$ cat src/rtl/tt_pkg.sv
package tt_pkg;
  // Bit order follows the control write word: [3] irq, [2] cancel, [1] packed stamp, [0] run
  typedef struct packed {
    logic irq_en;
    logic cancel_en;
    logic packed_ts;
    logic run;
  } tt_ctl_t;

  localparam int CTL_W = $bits(tt_ctl_t);
endpackage

$ cat src/rtl/tt_cycle_timer.sv
module tt_cycle_timer #(
  parameter int CYC_W = 16,
  parameter int CNT_W = 6,
  parameter int NET_W = 16
) (
  input  logic             clk,
  input  logic             rst,
  input  logic             run,
  input  logic             tick,
  input  logic [CYC_W-1:0] cyc_len,
  output logic [NET_W-1:0] net_q,
  output logic [CYC_W-1:0] cyc_q,
  output logic [CNT_W-1:0] cnt_q,
  output logic [CYC_W-1:0] cyc_nxt,
  output logic [CNT_W-1:0] cnt_nxt,
  output logic             step
);
  logic [NET_W-1:0] net_nxt;
  logic             at_end;

  assign step   = run & tick;
  assign at_end = (cyc_q == cyc_len);

  always_comb begin
    net_nxt = net_q;
    cyc_nxt = cyc_q;
    cnt_nxt = cnt_q;
    if (!run) begin
      net_nxt = '0;
      cyc_nxt = '0;
      cnt_nxt = '0;
    end else if (tick) begin
      net_nxt = net_q + 1'b1;
      if (at_end) begin
        cyc_nxt = '0;
        cnt_nxt = cnt_q + 1'b1;
      end else begin
        cyc_nxt = cyc_q + 1'b1;
      end
    end
  end

  always_ff @(posedge clk) begin
    if (rst) begin
      net_q <= '0;
      cyc_q <= '0;
      cnt_q <= '0;
    end else begin
      net_q <= net_nxt;
      cyc_q <= cyc_nxt;
      cnt_q <= cnt_nxt;
    end
  end
endmodule

$ cat src/rtl/tt_stamp_mux.sv
module tt_stamp_mux #(
  parameter int CYC_W = 16,
  parameter int CNT_W = 6
) (
  input  logic             clk,
  input  logic             rst,
  input  logic             packed_sel,
  input  logic [CYC_W-1:0] cyc_nxt,
  input  logic [CNT_W-1:0] cnt_nxt,
  output logic [CYC_W-1:0] ts_low,
  output logic [CYC_W-1:0] ts_high
);
  localparam int HI_W = CYC_W - CNT_W;

  logic [CYC_W-1:0] packed_val;
  assign packed_val = {cnt_nxt, cyc_nxt[CYC_W-1 -: HI_W]};

  always_ff @(posedge clk) begin
    if (rst) begin
      ts_low  <= '0;
      ts_high <= '0;
    end else begin
      ts_low  <= packed_sel ? packed_val : cyc_nxt;
      ts_high <= cyc_nxt;
    end
  end
endmodule

$ cat src/rtl/tt_cmp_cancel.sv
module tt_cmp_cancel #(
  parameter int CYC_W = 16,
  parameter int MBX_N = 32
) (
  input  logic             clk,
  input  logic             rst,
  input  logic             step,
  input  logic [CYC_W-1:0] cyc_nxt,
  input  logic [CYC_W-1:0] cmp_val,
  input  logic             irq_en,
  input  logic             cancel_en,
  input  logic             halt,
  input  logic [MBX_N-1:0] tx_pend,
  input  logic             irq_clr,
  output logic             irq_flag,
  output logic [MBX_N-1:0] cancel_mask
);
  logic hit;
  logic do_cancel;

  // Match only on the tick that moves the cycle time onto the compare value
  assign hit       = step & (cyc_nxt == cmp_val) & irq_en;
  assign do_cancel = hit & cancel_en & ~halt;

  always_ff @(posedge clk) begin
    if (rst) begin
      irq_flag    <= 1'b0;
      cancel_mask <= '0;
    end else begin
      if (hit)          irq_flag <= 1'b1;
      else if (irq_clr) irq_flag <= 1'b0;
      cancel_mask <= do_cancel ? tx_pend : '0;
    end
  end
endmodule

$ cat src/rtl/tt_timebase.sv
module tt_timebase #(
  parameter int CYC_W = 16,
  parameter int CNT_W = 6,
  parameter int NET_W = 16,
  parameter int MBX_N = 32
) (
  input  logic                    clk,
  input  logic                    rst,
  input  logic                    cfg_we,
  input  logic [tt_pkg::CTL_W-1:0] cfg_wdata,
  input  logic                    len_we,
  input  logic [CYC_W-1:0]        len_wdata,
  input  logic                    cmp_we,
  input  logic [CYC_W-1:0]        cmp_wdata,
  input  logic                    tick,
  input  logic                    halt,
  input  logic [MBX_N-1:0]        tx_pend,
  input  logic                    irq_clr,
  output logic [NET_W-1:0]        net_time,
  output logic [CYC_W-1:0]        cyc_time,
  output logic [CNT_W-1:0]        cyc_count,
  output logic [CYC_W-1:0]        ts_low,
  output logic [CYC_W-1:0]        ts_high,
  output logic                    irq_flag,
  output logic [MBX_N-1:0]        cancel_mask
);
  import tt_pkg::*;

  tt_ctl_t          ctl_q, ctl_nxt;
  logic [CYC_W-1:0] len_q, cmp_q;
  logic [CYC_W-1:0] cyc_nxt;
  logic [CNT_W-1:0] cnt_nxt;
  logic             step;
  logic             run_on;

  assign ctl_nxt = cfg_we ? tt_ctl_t'(cfg_wdata) : ctl_q;
  assign run_on  = ctl_q.run;

  always_ff @(posedge clk) begin
    if (rst) begin
      ctl_q <= '0;
      len_q <= '1;
      cmp_q <= '0;
    end else begin
      ctl_q <= ctl_nxt;
      if (len_we) len_q <= len_wdata;
      if (cmp_we) cmp_q <= cmp_wdata;
    end
  end

  tt_cycle_timer #(.CYC_W(CYC_W), .CNT_W(CNT_W), .NET_W(NET_W)) u_timer (
    .clk(clk), .rst(rst), .run(run_on), .tick(tick), .cyc_len(len_q),
    .net_q(net_time), .cyc_q(cyc_time), .cnt_q(cyc_count),
    .cyc_nxt(cyc_nxt), .cnt_nxt(cnt_nxt), .step(step)
  );

  tt_stamp_mux #(.CYC_W(CYC_W), .CNT_W(CNT_W)) u_stamp (
    .clk(clk), .rst(rst), .packed_sel(ctl_nxt.packed_ts),
    .cyc_nxt(cyc_nxt), .cnt_nxt(cnt_nxt),
    .ts_low(ts_low), .ts_high(ts_high)
  );

  tt_cmp_cancel #(.CYC_W(CYC_W), .MBX_N(MBX_N)) u_cmp (
    .clk(clk), .rst(rst), .step(step), .cyc_nxt(cyc_nxt), .cmp_val(cmp_q),
    .irq_en(ctl_q.irq_en), .cancel_en(ctl_q.cancel_en), .halt(halt),
    .tx_pend(tx_pend), .irq_clr(irq_clr),
    .irq_flag(irq_flag), .cancel_mask(cancel_mask)
  );
endmodule

$ cat config.mk
export PLATFORM = sky130hd
export DESIGN_NAME = tt_timebase
export DESIGN_NICKNAME = d
export VERILOG_FILES = /design/src/rtl/tt_pkg.sv /design/src/rtl/tt_cycle_timer.sv /design/src/rtl/tt_stamp_mux.sv /design/src/rtl/tt_cmp_cancel.sv /design/src/rtl/tt_timebase.sv
export SDC_FILE = /design/constraint.sdc
export NUM_CORES = 1
export LEC_CHECK = 0
export CORE_MARGIN = 1
export CORE_UTILIZATION = 35
export CTS_BUF_LIST = sky130_fd_sc_hd__clkbuf_16
export DETAILED_ROUTE_END_ITERATION = 8
export PLACE_DENSITY = 0.6
export SYNTH_ARGS = -nofsm -noshare
export SYNTH_HDL_FRONTEND = slang
export SYNTH_HIERARCHICAL = 1
export SYNTH_SLANG_ARGS = --single-unit
$ cat constraint.sdc
create_clock -name clk -period 3.12 [get_ports clk]
set_input_delay 0.312 -clock clk [delete_from_list [all_inputs] [get_ports clk]]
set_output_delay 0.312 -clock clk [all_outputs]
set_load 0.03 [all_outputs]
# After elaboration in Yosys (flattened, before gate mapping)
# Index checks and enable logic that the tools add are counted.
# W data, S select, Z words.
dict set report word_totals {
  mem_bits_rw 0
  latch_bits 0
  reg_bits 123
  rom_bits 0
  elab_cells 38
  memories 0
  out_inout_bits 103
  input_bits 76
}
dict set report classes {
  n_lt_le_gt_ge 0
  eq_ne 2
  n_reduce_logical 3
  n_div 0
  n_mul 0
  n_mux 10
  bitwise 8
  n_shift 0
  n_addsub 3
}
# cell n
set op_table {}
lappend op_table {{$mux W16} 4}
lappend op_table {{$add A16 B1 Y16 const B} 2}
lappend op_table {{$eq A16 B16 Y1} 2}
lappend op_table {{$mux W6} 3}
lappend op_table {{$add A6 B1 Y6 const B} 1}
lappend op_table {{$and A1 B1 Y1} 5}
lappend op_table {{$reduce_or A2 Y1} 2}
lappend op_table {{$not A1 Y1} 3}
lappend op_table {{$mux W1} 2}
lappend op_table {{$mux W2} 1}
lappend op_table {{$reduce_bool A2 Y1} 1}

# Depth between registers and ports, before layout
dict set report depth {
  ltp_word 11
  ltp_mapped 12
  depth_no_buf 10
}

# By module
# The synthesis kept the hierarchy.
# module seq_area_each_um2 area_each_um2 instances cells_each
set modules_own_cells {}
lappend modules_own_cells {tt_cycle_timer 760.7 1963.1 1 236}
lappend modules_own_cells {tt_cmp_cancel 660.6 1365.1 1 134}
lappend modules_own_cells {tt_timebase 720.7 1308.8 1 117}
lappend modules_own_cells {tt_stamp_mux 640.6 1006.0 1 85}

# Worst setup path before layout
# Ideal clock, no wire load.
dict set report synth_path {
  path_kind {reg-to-reg}
  from {reg u_timer.cyc_q[4]}
  to {reg u_cmp.cancel_mask[0]}
  period_less_slack_ns 2.918
  arrival_ns 2.845
  t_required_ns 3.047
  n_path_buf 3
  path_stages_with_launch 13
  slack_ns 0.202
  setup_ns 0.073
  cell_sequence {dfxtp_1 -> buf_6 -> xnor2_2 -> nand4_2 -> or3_4 -> o21ai_2 -> buf_4 -> nor2_1 -> xor2_1 -> nor4_1 -> nand4_2 -> buf_6 -> nor3_2}
}
dict set report synth_via {
  elab_chain_cells 11
  elab_cells_between_ends 12
  cone_classes {add/sub: 1; eq/ne: 2; mux: 3; bitwise: 5; reduce/logical: 1}
}
# item line_no
set synth_rtl {}
lappend synth_rtl {{start, declared} tt_cycle_timer.sv:12} ;# output logic [CYC_W-1:0] cyc_q,
lappend synth_rtl {{start signal, assigned} tt_cycle_timer.sv:50} ;# cyc_q <= cyc_nxt;
lappend synth_rtl {{$add A16 B1 Y16 / $eq A16 B16 Y1 (equally long branches)} {tt_cycle_timer.sv:38, tt_cycle_timer.sv:22}}
lappend synth_rtl {{$mux W16 *} tt_cycle_timer.sv:34} ;# if (at_end) begin
lappend synth_rtl {{$mux W16 *} tt_cycle_timer.sv:32} ;# end else if (tick) begin
lappend synth_rtl {{$mux W16 *} tt_cycle_timer.sv:28} ;# if (!run) begin
lappend synth_rtl {{via cyc_nxt[6]} tt_timebase.sv:31} ;# logic [CYC_W-1:0] cyc_nxt;
lappend synth_rtl {{$eq A16 B16 Y1 *} tt_cmp_cancel.sv:22} ;# assign hit = step & (cyc_nxt == cmp_val) & irq_en;
lappend synth_rtl {{$and A1 B1 Y1 * (2 in a row)} tt_cmp_cancel.sv:22}
lappend synth_rtl {{$and A1 B1 Y1 * (2 in a row)} tt_cmp_cancel.sv:23} ;# assign do_cancel = hit & cancel_en & ~halt;
lappend synth_rtl {{$not A1 Y1 (no line) *} --}
lappend synth_rtl {{$reduce_or A2 Y1 (no line) *} --}
lappend synth_rtl {{end signal, assigned} tt_cmp_cancel.sv:32} ;# cancel_mask <= do_cancel ? tx_pend : '0;
lappend synth_rtl {{end, declared} tt_cmp_cancel.sv:16} ;# output logic [MBX_N-1:0] cancel_mask
# Mark *: on every way through the listed nets, which the timed path passes. The rest lies on a longest branch.
# A chain may end at the register's enable or synchronous reset.

# Worst setup path after layout
dict set report layout_path {
  from {reg u_timer.cyc_q[7]}
  to {reg u_cmp.cancel_mask[23]}
}
dict set report layout_via {
  elab_chain_cells 11
  elab_cells_between_ends 12
  cone_classes {add/sub: 1; eq/ne: 2; mux: 3; bitwise: 5; reduce/logical: 1}
}
# item line_no
set layout_rtl {}
lappend layout_rtl {{$eq A16 B16 Y1} tt_cycle_timer.sv:22} ;# assign at_end = (cyc_q == cyc_len);
lappend layout_rtl {{$mux W16} tt_cycle_timer.sv:34}
lappend layout_rtl {{$mux W16} tt_cycle_timer.sv:32}
lappend layout_rtl {{$mux W16} tt_cycle_timer.sv:28}
lappend layout_rtl {{via cyc_nxt[6]} tt_timebase.sv:31}
lappend layout_rtl {{$eq A16 B16 Y1} tt_cmp_cancel.sv:22}
lappend layout_rtl {{$and A1 B1 Y1 (2 in a row)} tt_cmp_cancel.sv:22}
lappend layout_rtl {{$and A1 B1 Y1 (2 in a row)} tt_cmp_cancel.sv:23}
lappend layout_rtl {{$not A1 Y1 (no line)} --}
lappend layout_rtl {{$reduce_or A2 Y1 (no line)} --}
# The timed path passes the listed nets, and every way through them passes these cells.

==> impl_metrics.yaml <==
outcome:
  status: "finished, final reports clean"
final_layout:
  drive_gt1_share_pct: 12.0
  antennaDiodeCount: 0
  instances_no_fill: 985
  final_nets: 835
  syn_to_final_growth_pct: 44.9
grt:
  grt_max_degree: 70
  antenna_found_initial: 0
  grt.overflow.total: 0
  first_global_vias: 4635
  grt_pass1_wl_mm: 23.5
  track_usage_pct: 18.8
cts:
  post_cts_buffers: 0
  ctsHoldBuffers: 0
  clk_path_buf_depth: 2
  cts-root-buf: "clkbuf_16"
  numCtsBuffers: 17
  cts_max_level: 4
  clock-sinks: 139
  clkTransAtPathRegs_ps: 50
  cts_tree: "built"
  clk_latency_ps: 420
sta:
  fin_crit_sh_pct: 94.0
  fmax_mhz: 341
  fin_worst_skew_ps: 10.9
  rsz0062_at_grt: "no"
  relSlewSlack_pct: 29.8
  fin_crit_ps: 2930
  worst_pin_slew_ps: 1050
  final_max_slew_viol_count: 0
  setup_violations: 0
  hold_viol: 0
critical_path:
  crit_path_end: "u_cmp/cancel_mask[23]"
  cp.required_ps: 3450
  rr_startpoint: "u_timer/cyc_q[7]"
  crit_path_max_fanout: 33
  crit_start: "u_timer/cyc_q[7]"
  rrSetupSlack_ps: 190
  start_kind: "flip-flop"
  path_class: "flip-flop to flip-flop"
  timing.rr.end: "u_cmp/cancel_mask[23]"
  rr_worst_depth: 11
  crit_path_end_kind: "flip-flop"
  critPathArrivalTime_ps: 3260
synth:
  synth_top_area_cell: "dfxtp_1"
  synth_edf_count: 0
  synth_commonest_cells: "dfxtp_1, nor2_1, nand2_1"
  ys_types: 38
  synth_nets: 651
  synth_warnings: 6
  ys_seq_area_share_pct: 49.3
  synth_area_leaders: "dfxtp_1, mux2i_1, nor2_1"
  yosysMostFrequentCell: "dfxtp_1"
  synth_top_family_by_area: "simple AND/OR/NAND/NOR gates"
  synth_compound_area_share_pct: 5.21
  synth-main-ff-cell: "dfxtp_1"
  synthArstFlopShare_pct: 0
  yosys_register_bits: 139
  syn_avg_cell_area_um2: 9.87
  synth_top_area_share_pct: 49.3
  synthCells: 572
  syn_area_um2: 5640
  synthAdderAreaFrac_pct: 0.665
  synth_simple_gate_area_share_pct: 24.4
  synth-xor-area-share_pct: 9.45
  synth.area.mux_share_pct: 6.76
floorplan:
  num_rows: 46
  coreArea_um2: 15800
  die_area_um2: 16600
  io_pins: 179
  die_y_um: 129
  die_x_um: 129
  start_util_pct: 35.7
route:
  drt_wl_total_mm: 15.2
  vias_per_cell: 4.73
  dr.pass1.iters: 4
  drc_errors: 0
  drt_iter0_drc: 302
  num_vias: 4656
  ant_nets: 0
  wire_per_inst_um: 15.4
power_and_ir_drop:
  ir_drop_mv: 0.339
  power_mw: 3.93
  p_per_area_nw_per_um2: 481
  leakage_nw: 2.93
job:
  maxCapViolations: 0
place:
  dpl.hpwl_mm: 11.5
  gp_congestion: 0.875
  dp_cells: 953
  portBuffers: 178
min_path:
  hold_path_class: "input port to flip-flop"
## worst min-delay path by stage
stage / to / startpoint / cells past startpoint / slack (ps)
after detailed placement: u_cmp/irq_flag / u_cmp/irq_flag / 2 / 460
after floorplan: u_stamp/ts_high[0] / rst / 1 / 380
after global placement: u_cmp/irq_flag / u_cmp/irq_flag / 2 / 450
final: u_cmp/cancel_mask[13] / tx_pend[13] / 3 / 440
after global routing: u_cmp/cancel_mask[19] / tx_pend[19] / 3 / 450
after CTS: u_cmp/cancel_mask[13] / tx_pend[13] / 3 / 430
## layout by cell type (no fill, tap or decap), types with 2 or more instances in the layout
cell type        synthesis  routed
nand4_1                 16      16
clkinvlp_4               0       4
ha_1                     3       3
o21ai_0                  5       5
nand2_1                 45      45
nor4_2                   2       4
nor3_2                  30      30
and2_1                   2       2
clkbuf_16                0      17
buf_4                    3      16
nor3_1                   8       8
clkdlybuf4s50_1          0     177
xor2_1                  33      33
a31o_2                   3       3
a211o_1                 16      16
clkinv_2                 0       2
nand4_2                  2       2
mux2i_1                 37      37
nor2b_1                 33      32
clkinv_1                 0       4
xnor2_1                 26      26
and3_1                   4       4
nor2_1                  89      89
or3_1                    3       3
inv_1                    7       9
nand3_1                 12      11
a21oi_1                 14      14
dfxtp_1                139     138
## per-layer routing
metal  up-vias  track usage, %  part of all wire [%]
met5         -               0                     0
met4         0            7.89                   2.1
met3        22            5.07                   5.9
met2       176            31.4                    47
met1      2154            22.8                    45
li1       2304               -                     -
## power by group
part / switching (mW) / leakage [nW] / internal (mW)
logic: 0.133 / 1.55 / 0.157
registers: 0.0228 / 1.13 / 1.81
clock network: 0.738 / 0.258 / 1.08
## critical path, cell delays in order (launching register included)
cell	delay, ps
dfxtp_1	360
xnor2_1	280
nand4_2	180
or3_4	430
o21ai_2	140
buf_4	210
nor2_1	130
xor2_1	170
nor4_2	370
nand4_2	170
buf_12	210
nor3_1	190
## metrics by stage
stage	hold WS (ps)	area, um^2	setup slack [ps]	setup TNS (ps)	util (%)
global placement	450	7620	38.6	0	48.2
floorplan	384	5640	202	0	-
finish	443	8170	187	0	51.6
global route	449	8170	38.2	0	51.6
detailed placement	456	7620	-17.5	-34.2	48.2
CTS	425	8160	104	0	51.6
## what timing repair did
item | CTS | global route
hold endpoints to repair | 0 | 0
gates resized for setup | 0 | 3
endpoints found under the setup margin | 0 | 33
## registers in the layout, summed over array words and instances (netlist names)
signal             count
u_timer/cyc_q         16
len_q                 16
u_stamp/ts_low        16
run_on                 1
u_cmp/cancel_mask     32
u_cmp/irq_flag         1
ctl_q                  3
u_timer/cnt_q          6
u_timer/net_q         16
cmp_q                 16
u_stamp/ts_high       16
## cell families after synthesis
group	after synthesis
AO/OA/AOI/OAI	41
XOR/XNOR	60
adder cells (fa/ha/maj)	3
buffers and inverters	37
AND/OR/NAND/NOR	254
multiplexers	38
flip-flops	139
## cell type report
type,count,area (um^2)
timing repair buffer,195,1920
inverter,7,26.3
clock inverter,15,110
multi-input combinational,396,2640
fill,1457,7650
clock buffer,17,425
tap,216,270
sequential,139,2780
Note: power is estimated with default switching activity, not from simulation.
